**src/rtl/pt_walker_pkg.sv**
```systemverilog
// Package: shared types and entry layout for the page table walker.
// Assumes every table entry has the same width as a virtual address.
package pt_walker_pkg;

    // Positions of the attribute bits inside an entry.
    localparam int unsigned ENT_PRESENT = 0;
    localparam int unsigned ENT_WRITE   = 1;
    localparam int unsigned ENT_USER    = 2;
    localparam int unsigned ENT_FLAGS_W = 3;

    // Result code reported with each response.
    typedef enum logic [1:0] {
        FLT_NONE   = 2'b00,
        FLT_ABSENT = 2'b01,
        FLT_PROT   = 2'b10
    } fault_e;

    // Walk sequencer states.
    typedef enum logic [2:0] {
        ST_IDLE,
        ST_DIR_RD,
        ST_DIR_WT,
        ST_TBL_RD,
        ST_TBL_WT,
        ST_RESP
    } walk_state_e;

endpackage

```
**src/rtl/pt_entry_check.sv**
```systemverilog
// Entry checker: decides from the attribute bits of one entry whether the
// access may proceed. Presence is judged before permission. A supervisor
// read passes any present entry.
module pt_entry_check
    import pt_walker_pkg::*;
(
    input  logic [ENT_FLAGS_W-1:0] flags,
    input  logic                   is_write,
    input  logic                   is_user,
    output fault_e                 fault
);

    // Classify the entry: absent, protection violation, or allowed.
    always_comb begin
        if (!flags[ENT_PRESENT]) begin
            fault = FLT_ABSENT;
        end else if ((is_write && !flags[ENT_WRITE]) || (is_user && !flags[ENT_USER])) begin
            fault = FLT_PROT;
        end else begin
            fault = FLT_NONE;
        end
    end

endmodule

```
**src/rtl/pt_addr_gen.sv**
```systemverilog
// Entry address generator: forms the address of the directory entry or the
// table entry from a frame number and an index slice of the virtual address.
// Assumes VA_W == 2*IDX_W + OFF_W and that entries are 2**(OFF_W-IDX_W) bytes.
module pt_addr_gen #(
    parameter int unsigned VA_W  = 32,
    parameter int unsigned IDX_W = 10,
    parameter int unsigned OFF_W = 12
) (
    input  logic                    sel_tbl,
    input  logic [VA_W-OFF_W-1:0]   base_frame,
    input  logic [VA_W-OFF_W-1:0]   pde_frame,
    input  logic [VA_W-OFF_W-1:0]   vpn,
    output logic [VA_W-1:0]         entry_addr
);

    localparam int unsigned FRAME_W = VA_W - OFF_W;
    localparam int unsigned ENT_LG  = OFF_W - IDX_W;

    logic [IDX_W-1:0]   dir_idx;
    logic [IDX_W-1:0]   tbl_idx;
    logic [FRAME_W-1:0] frame;

    // Split the virtual page number into its two table indices.
    always_comb begin
        dir_idx = vpn[FRAME_W-1 -: IDX_W];
        tbl_idx = vpn[IDX_W-1:0];
    end

    // Choose the frame and index for the current level and scale the index.
    always_comb begin
        frame      = sel_tbl ? pde_frame : base_frame;
        entry_addr = {frame, (sel_tbl ? tbl_idx : dir_idx), {ENT_LG{1'b0}}};
    end

endmodule

```
**src/rtl/pt_walk_ctrl.sv**
```systemverilog
// Walk sequencer: steps through the two dependent reads of one translation.
// It issues a one-cycle read request, waits for the response, and then either
// goes to the next level or finishes. Assumes the memory response arrives at
// least one cycle after its request. A response seen outside a wait state is
// ignored.
module pt_walk_ctrl
    import pt_walker_pkg::*;
(
    input  logic clk,
    input  logic rst_n,
    input  logic req_valid,
    input  logic mem_rvalid,
    input  logic entry_ok,
    output logic req_ready,
    output logic mem_req,
    output logic sel_tbl,
    output logic load_req,
    output logic load_pde,
    output logic load_rsp,
    output logic rsp_valid
);

    walk_state_e state_q;
    walk_state_e state_d;

    // Next-state choice for the walk sequence.
    always_comb begin
        state_d = state_q;
        unique case (state_q)
            ST_IDLE:   if (req_valid) state_d = ST_DIR_RD;
            ST_DIR_RD: state_d = ST_DIR_WT;
            ST_DIR_WT: if (mem_rvalid) state_d = entry_ok ? ST_TBL_RD : ST_RESP;
            ST_TBL_RD: state_d = ST_TBL_WT;
            ST_TBL_WT: if (mem_rvalid) state_d = ST_RESP;
            ST_RESP:   state_d = ST_IDLE;
            default:   state_d = ST_IDLE;
        endcase
    end

    // State register with synchronous reset.
    always_ff @(posedge clk) begin
        if (!rst_n) begin
            state_q <= ST_IDLE;
        end else begin
            state_q <= state_d;
        end
    end

    // Decode the handshake signals and load enables from the state.
    always_comb begin
        req_ready = (state_q == ST_IDLE);
        mem_req   = (state_q == ST_DIR_RD) || (state_q == ST_TBL_RD);
        sel_tbl   = (state_q == ST_TBL_RD) || (state_q == ST_TBL_WT);
        load_req  = (state_q == ST_IDLE) && req_valid;
        load_pde  = (state_q == ST_DIR_WT) && mem_rvalid && entry_ok;
        load_rsp  = ((state_q == ST_DIR_WT) && mem_rvalid && !entry_ok)
                 || ((state_q == ST_TBL_WT) && mem_rvalid);
        rsp_valid = (state_q == ST_RESP);
    end

endmodule

```
**src/rtl/pt_walker.sv**
```systemverilog
// Two-level page table walker top. It accepts one translation at a time,
// samples the request and the directory base in the accept cycle, reads the
// directory entry and then the table entry through a simple read port, and
// returns a physical address or a fault code. The entry checker judges each
// entry as it arrives, so permissions are enforced level by level.
module pt_walker
    import pt_walker_pkg::*;
#(
    parameter int unsigned VA_W  = 32,
    parameter int unsigned IDX_W = 10,
    parameter int unsigned OFF_W = 12
) (
    input  logic            clk,
    input  logic            rst_n,
    input  logic            req_valid,
    output logic            req_ready,
    input  logic [VA_W-1:0] req_vaddr,
    input  logic            req_write,
    input  logic            req_user,
    input  logic [VA_W-1:0] dir_base,
    output logic            mem_req,
    output logic [VA_W-1:0] mem_addr,
    input  logic            mem_rvalid,
    input  logic [VA_W-1:0] mem_rdata,
    output logic            rsp_valid,
    output logic [VA_W-1:0] rsp_paddr,
    output logic [1:0]      rsp_fault
);

    localparam int unsigned FRAME_W = VA_W - OFF_W;

    logic [VA_W-1:0]    va_q;
    logic               wr_q;
    logic               us_q;
    logic [FRAME_W-1:0] base_frame_q;
    logic [FRAME_W-1:0] pde_frame_q;
    logic [VA_W-1:0]    paddr_q;
    fault_e             fault_q;

    logic   sel_tbl;
    logic   load_req;
    logic   load_pde;
    logic   load_rsp;
    fault_e ent_fault;
    logic   unused_rdata_bits;

    // The frame bits and the attribute bits are used; the rest are reserved.
    assign unused_rdata_bits = ^mem_rdata[OFF_W-1:ENT_FLAGS_W];

    pt_walk_ctrl u_ctrl (
        .clk        (clk),
        .rst_n      (rst_n),
        .req_valid  (req_valid),
        .mem_rvalid (mem_rvalid),
        .entry_ok   (ent_fault == FLT_NONE),
        .req_ready  (req_ready),
        .mem_req    (mem_req),
        .sel_tbl    (sel_tbl),
        .load_req   (load_req),
        .load_pde   (load_pde),
        .load_rsp   (load_rsp),
        .rsp_valid  (rsp_valid)
    );

    pt_addr_gen #(
        .VA_W  (VA_W),
        .IDX_W (IDX_W),
        .OFF_W (OFF_W)
    ) u_addr (
        .sel_tbl    (sel_tbl),
        .base_frame (base_frame_q),
        .pde_frame  (pde_frame_q),
        .vpn        (va_q[VA_W-1:OFF_W]),
        .entry_addr (mem_addr)
    );

    pt_entry_check u_check (
        .flags    (mem_rdata[ENT_FLAGS_W-1:0]),
        .is_write (wr_q),
        .is_user  (us_q),
        .fault    (ent_fault)
    );

    // Capture the request and the directory base when the request is accepted.
    always_ff @(posedge clk) begin
        if (!rst_n) begin
            va_q         <= '0;
            wr_q         <= 1'b0;
            us_q         <= 1'b0;
            base_frame_q <= '0;
        end else if (load_req) begin
            va_q         <= req_vaddr;
            wr_q         <= req_write;
            us_q         <= req_user;
            base_frame_q <= dir_base[VA_W-1:OFF_W];
        end
    end

    // Keep the frame of an accepted directory entry for the table read.
    always_ff @(posedge clk) begin
        if (!rst_n) begin
            pde_frame_q <= '0;
        end else if (load_pde) begin
            pde_frame_q <= mem_rdata[VA_W-1:OFF_W];
        end
    end

    // Register the final result; a fault forces the address to zero.
    always_ff @(posedge clk) begin
        if (!rst_n) begin
            paddr_q <= '0;
            fault_q <= FLT_NONE;
        end else if (load_rsp) begin
            fault_q <= ent_fault;
            paddr_q <= (ent_fault == FLT_NONE)
                     ? {mem_rdata[VA_W-1:OFF_W], va_q[OFF_W-1:0]}
                     : '0;
        end
    end

    // Drive the result ports from the held result.
    always_comb begin
        rsp_paddr = paddr_q;
        rsp_fault = fault_q;
    end

endmodule

```
**config.mk**
```make
export PLATFORM = sky130hd
export DESIGN_NAME = pt_walker
export DESIGN_NICKNAME = d
export VERILOG_FILES = /design/src/rtl/pt_walker_pkg.sv /design/src/rtl/pt_entry_check.sv /design/src/rtl/pt_addr_gen.sv /design/src/rtl/pt_walk_ctrl.sv /design/src/rtl/pt_walker.sv
export SDC_FILE = /design/constraint.sdc
export NUM_CORES = 1
export LEC_CHECK = 0
export ABC_CLOCK_PERIOD_IN_PS = 2100
export BUFFER_PORTS_ARGS = -buffer_cell sky130_fd_sc_hd__clkbuf_2
export CORE_ASPECT_RATIO = 0.8
export CORE_UTILIZATION = 47
export CTS_BUF_LIST = sky130_fd_sc_hd__clkbuf_8
export DETAILED_ROUTE_END_ITERATION = 12
export GPL_ROUTABILITY_DRIVEN = 0
export GPL_TIMING_DRIVEN = 0
export PLACE_DENSITY = 0.89
export SYNTH_ARGS = -nofsm -noshare
export SYNTH_HDL_FRONTEND = slang
export SYNTH_HIERARCHICAL = 1
export SYNTH_SLANG_ARGS = --single-unit
```
**constraint.sdc**
```tcl
create_clock -name clk -period 2.1 [get_ports clk]
set_clock_uncertainty 0.2 [all_clocks]
set_input_delay 0.315 -clock clk [delete_from_list [all_inputs] [get_ports clk]]
set_output_delay 0.315 -clock clk [all_outputs]
set_load 0.02 [all_outputs]
```
### Word level (Yosys, flattened, before mapping)

Index checks and enable logic that the tools add are counted.

| operators by class | value |
|---|---|
| muxes and demuxes | 10 |
| equal/unequal tests | 8 |
| reductions and logical operators | 17 |

Operators with widths:

| operator | count |
|---|---|
| $mux 32 | 1 |
| $mux 20 | 1 |
| $pmux 3 s5 | 1 |
| $mux 3 | 4 |
| $mux 10 | 1 |
| $logic_and 1x1->1 | 7 |
| $eq 3x2->1 const B | 2 |
| $eq 3x3->1 const B | 2 |
| $ne 2x2->1 const B | 3 |
| $logic_or 1x1->1 | 4 |
| $mux 2 | 2 |
| $eq 3x1->1 const B | 1 |
| $logic_not 1->1 | 3 |
| $logic_not 3->1 | 1 |
| $reduce_and 3->1 | 1 |
| $logic_not 2->1 | 1 |

| word-level totals | value |
|---|---|
| logic and storage cells | 43 |
| bits of input ports | 102 |
| flip-flop bits (word level) | 111 |
| output and inout port bits | 69 |

### Longest topological paths before layout

| logic depth | value |
|---|---|
| word-level depth | 9 |
| mapped depth | 10 |
| gate-level depth less buffers | 7 |

### Cells and area by module

Netlist, hierarchy kept.

By module, submodules not included:

| module | sequential area each (um2) | cells each | area each (um2) | times used |
|---|---|---|---|---|
| pt_walker | 2162.1 | 390 | 4385.5 | 1 |
| pt_addr_gen | 0.0 | 36 | 503.0 | 1 |
| pt_walk_ctrl | 60.1 | 29 | 245.2 | 1 |
| pt_entry_check | 0.0 | 4 | 25.0 | 1 |

### Worst setup path before layout

OpenSTA, ideal clock, no wires.

| timing | value |
|---|---|
| path kind | input to register |
| start point | input port mem_rdata[2] |
| end point | register paddr_q[10] (netlist: rsp_paddr[10]) |
| stages | 10 |
| path slack | 4 ps |
| required time | 1785 ps |
| buffers on the path | 3 |
| library setup time | 115 ps |
| arrival | 1782 ps |
| path through | nand2b_1 -> a21oi_2 -> buf_2 -> nor2_1 -> o21ai_1 -> and3_1 -> buf_4 -> buf_2 -> nor2b_1 -> o21a_1 |

| on the way | value |
|---|---|
| longest elaborated chain between the ends | 9 |
| elaborated cells on any way between the ends | 10 |
| classes of those cells | mux: 3; reduce/logical: 7 |

Ends and longest elaborated chain:

| what | line | text |
|---|---|---|
| start, declared | pt_walker.sv:24 | `input logic [VA_W-1:0] mem_rdata,` |
| $logic_not 1->1 | pt_entry_check.sv:17 | `end else if ((is_write && !flags[ENT_WRITE]) \|\| (is_user && !flags[ENT_USER])) begin` |
| $logic_and 1x1->1 | pt_entry_check.sv:17 |  |
| $logic_or 1x1->1 | pt_entry_check.sv:17 |  |
| $mux 2 | pt_entry_check.sv:17 |  |
| $mux 2 | pt_entry_check.sv:15 | `if (!flags[ENT_PRESENT]) begin` |
| via ent_fault[1] | pt_walker.sv:44 | `fault_e ent_fault;` |
| $logic_not 2->1 | pt_walker.sv:55 | `.entry_ok (ent_fault == FLT_NONE),` |
| $logic_not 1->1 | pt_walk_ctrl.sv:56 | `load_rsp = ((state_q == ST_DIR_WT) && mem_rvalid && !entry_ok)` |
| $logic_and 1x1->1 | pt_walk_ctrl.sv:56 |  |
| $logic_or 1x1->1 | pt_walk_ctrl.sv:57 | `\|\| ((state_q == ST_TBL_WT) && mem_rvalid);` |
| via load_rsp | pt_walker.sv:43 | `logic load_rsp;` |
| end signal, assigned | pt_walker.sv:115 | `paddr_q <= (ent_fault == FLT_NONE)` |
| end, declared | pt_walker.sv:37 | `logic [VA_W-1:0] paddr_q;` |

The timed path passes the listed nets, and every way through them passes these cells.
A chain may end at the register's enable or synchronous reset.

### Final worst setup path

| timing | value |
|---|---|
| start point | register u_ctrl.state_q[2] |
| end point | output port mem_addr[15] |

| on the way | value |
|---|---|
| longest elaborated chain between the ends | 3 |
| elaborated cells on any way between the ends | 4 |
| classes of those cells | eq/ne: 2; mux: 1; reduce/logical: 1 |

Ends and longest elaborated chain:

| what | line | text |
|---|---|---|
| start, declared | pt_walk_ctrl.sv:23 | `walk_state_e state_q;` |
| start signal, assigned | pt_walk_ctrl.sv:45 | `state_q <= state_d;` |
| $eq 3x2->1 / $eq 3x3->1 (equally long branches) | pt_walk_ctrl.sv:53 | `sel_tbl = (state_q == ST_TBL_RD) \|\| (state_q == ST_TBL_WT);` |
| $logic_or 1x1->1 (*) | pt_walk_ctrl.sv:53 |  |
| via sel_tbl | pt_walker.sv:40 | `logic sel_tbl;` |
| $mux 20 (*) | pt_addr_gen.sv:31 | `frame = sel_tbl ? pde_frame : base_frame;` |
| end, declared | pt_walker.sv:22 | `output logic [VA_W-1:0] mem_addr,` |

Mark *: on every way through the listed nets, which the timed path passes. The rest lies on a longest branch.

==> impl_results.md <==
* Tot Pwr at 4.539 mW
* Fin crit share at 115.4%
* Clock sinks at 111
* Area growth, synth to finish at 35.77%
* Via/cell ratio at 5.011
* CP Class: reg2out
* CP delay by family, top: buffers and inverters
* Comb power frac at 22.0%
* Failing checks: setup timing
* Die area at 11400 um^2
* Die H at 95.71 um
* Hold endpoint: va_q[3]$_SDFFE_PN0P_
* Post-layout min period at 2423 ps
* Core area at 10450 um^2
* Slowest cell delay on critical path at 330 ps
* Hold Crit Depth at 3
* Final WS setup at -322.6 ps
* FF-to-FF setup slack at 20 ps
* Mapped Area at 5159 um^2
* Cell area power density at 648.0 nW/um^2
* Antenna diode count at 0
* Final wirelength at 13790 um
* Port Buffer Count at 147
* Overflow after GRT at 0
* Top cells by area, synth: dfxtp_1, mux2i_1, nor2b_1
* CP arrival at 1910 ps
* Vias in the first global route at 4102
* Int Power at 3.332 mW
* Ports at 171
* Clock insertion delay at the later pin of the skew report at 370 ps
* Drt drc at 0
* Hold Crit Class: in2reg
* CP Max Fanout at 6
* Syn_area_per_cell at 11.24 um^2
* Crit. End Element: primary output
* RR Endpoint: pde_frame_q[18]$_SDFFE_PN0P_
* Critical path required time at 1580 ps
* Post-synth top area share at 43.08%
* Num CTS Buffers at 9
* Result of the run: finished with violations
* Final setup TNS at -9150 ps
* Cell variety after synth at 26
* First-pass DRT Iterations at 4
* Vias at 3984
* Largest area contributor in the synthesized netlist: dfxtp_1
* Hold Vio Cnt, Final at 0
* Clk network pwr share at 28.1%
* Share of layout cells above drive strength 1 at 42.60%
* Maximum VDD drop at 0.0005559 V
* Storage cell area at 2231 um^2
* Most frequent cells in the layout: clkbuf_2, nor2b_1, dfxtp_1, mux2i_1, o21a_1
* Antenna viol nets, final at 0
* # setup viols final at 30
* Depth of the most critical reg-to-reg path at 9
* Area occupied by multi-input gates at 2882 um^2
* Yosys warns at 6
* Maxcap violations at 0
* H-tree levels at 3
* Worst path bufs/invs at 4
* Initial Util at 49.38%
* Leak at 3.003 nW
* Clock Path Buffers at 2
* Fill cell count at 771
* FMAX at 0.4128 GHz
* RSZ-0062 raised after global routing: true
* Fin. max-slew vios at 0
* Clk pin slew, worst setup/hold paths at 90 ps
* CTS tree: done
* Fin nets at 755
* Crit path cell chain: buf_6 -> nand2b_4 -> o21bai_4 -> buf_6 -> buf_8 -> mux2_4 -> buf_8
* 1st-iter DRT viols at 114
* Post-DR wirelength/cell at 17.35 um
* Switching share of power at 26.58%
* Synth Instances at 459
* Largest net degree at the start of global routing at 16
* Psw at 1.206 mW
* Sequential share of the synthesized area at 43.08%
* Reg2reg start: us_q$_SDFFE_PN0P_
* Startpoint Class: register
* Hold path startpoint: req_vaddr[3]
* Register share of total power at 49.9%
* Row Count at 33
* Post-synthesis register bit count at 111
* Commonest non-fill, non-tap cell in the layout: clkbuf_2
* First-pass GRT wire length at 20440 um
* GRT Total Usage at 23.25%
* Die Wd at 119.1 um
* Initial antenna violation count at 0
* Dpl hpwl at 9369 um
* Critical-path top delay cell: dfxtp_2
* Clock root cell: clkbuf_8
## power by group through the flow
| stage | clock network (mW) | logic [mW] | registers [mW] |
|---|---|---|---|
| floorplan | 0 | 0.582 | 2.30 |
| global placement | 0 | 0.800 | 2.30 |
| detailed placement | 0 | 0.824 | 2.31 |
| CTS | 1.30 | 0.906 | 2.26 |
| global route | 1.37 | 1.06 | 2.28 |
| finish | 1.28 | 0.998 | 2.27 |
## Yosys cell counts
master,n
nand2b_1,3
conb_1,1
o21bai_1,1
nor2b_1,110
inv_1,1
nand3_1,1
nor4b_1,1
nor2_1,4
buf_2,10
inv_2,1
dfxtp_1,111
and3_1,2
o21ai_1,2
a21oi_1,2
a21oi_2,1
nor3_1,2
nand3b_1,1
nand2b_4,2
nor4bb_1,32
buf_4,7
buf_6,14
mux2_4,30
o21a_1,33
nor3b_2,1
clkbuf_1,9
mux2i_1,77
## what timing repair did
item | CTS | global route
cloned | 2 | 2
pin swaps | 2 | 8
setup endpoints to repair | 84 | 133
hold buffers | 9 | 1
buffers inserted | 10 | 12
endpoints found under the hold margin | 9 | 1
gates resized for setup | 38 | 65
## tightest hold or removal path, stage by stage
cell	delay [ps]
clkbuf_2	80
mux2i_1	60
nor2b_1	90
## layer usage
metal	global-route usage (%)	routed length (um)	vias up
met5	0	0	-
met4	8.544	298	0
met3	5.983	825	23
met2	39.83	6536	128
met1	28.42	6131	1873
li1	-	-	1960
## how the worst max path moves through the flow
| stage | from | endpoint | depth (start not counted) |
|---|---|---|---|
| 6_report | u_ctrl/state_q[2]$_SDFFE_PN0P_ | mem_addr[15] | 7 |
| 5_1_grt | u_ctrl/state_q[2]$_SDFFE_PN0P_ | mem_addr[15] | 8 |
| 4_1_cts | u_ctrl/state_q[1]$_SDFFE_PN0P_ | mem_addr[28] | 8 |
| 3_5_place_dp | mem_rdata[0] | rsp_paddr[13]$_SDFFE_PN0P_ | 10 |
| 3_3_place_gp | mem_rdata[0] | rsp_paddr[6]$_SDFFE_PN0P_ | 10 |
| 2_1_floorplan | mem_rdata[2] | rsp_paddr[10]$_SDFFE_PN0P_ | 10 |
## through the flow
| stage | instances | setup slack, ps | hold WS [ps] | instance area (um^2) | utilization (%) |
|---|---|---|---|---|---|
| 3_5_place_dp | 747 | -646.2 | 304.0 | 6073 | 58.14 |
| 5_1_grt | 795 | -362.3 | 0.4591 | 7004 | 67.05 |
| 2_1_floorplan | 460 | 3.650 | 232.5 | 5162 | - |
| 4_1_cts | 781 | -342.6 | 1.349 | 6604 | 63.22 |
| 3_3_place_gp | 747 | -582.3 | 290.6 | 6073 | 58.14 |
| 6_report | 795 | -322.6 | 7.213 | 7004 | 67.05 |
## cell type report
| type | count | area share, % |
|---|---|---|
| buffer | 39 | 4.770 |
| inverter | 2 | 0.1072 |
| clock buffer | 11 | 2.161 |
| timing repair buffer | 183 | 16.99 |
| clock inverter | 2 | 0.4823 |
| sequential | 111 | 31.85 |
| multi-input combinational | 307 | 41.14 |
| tap | 140 | 2.501 |
## logic make-up after synthesis
family	count (synthesis)	share of synthesized area [%]
other	1	0.07269
DFF	111	43.08
buffers and inverters	42	5.845
AOI/OAI and AO/OA	39	5.506
and+or+nand+nor	159	21.83
muxes	107	23.67
## sequential cells by signal, indices dropped and copies added (netlist names)
signal and cells:
base_frame_q 20, pde_frame_q 20, rsp_fault 2, rsp_paddr 32
u_ctrl/state_q 3, us_q 1, va_q 32, wr_q 1
Note: power is estimated with default switching activity, not from simulation.
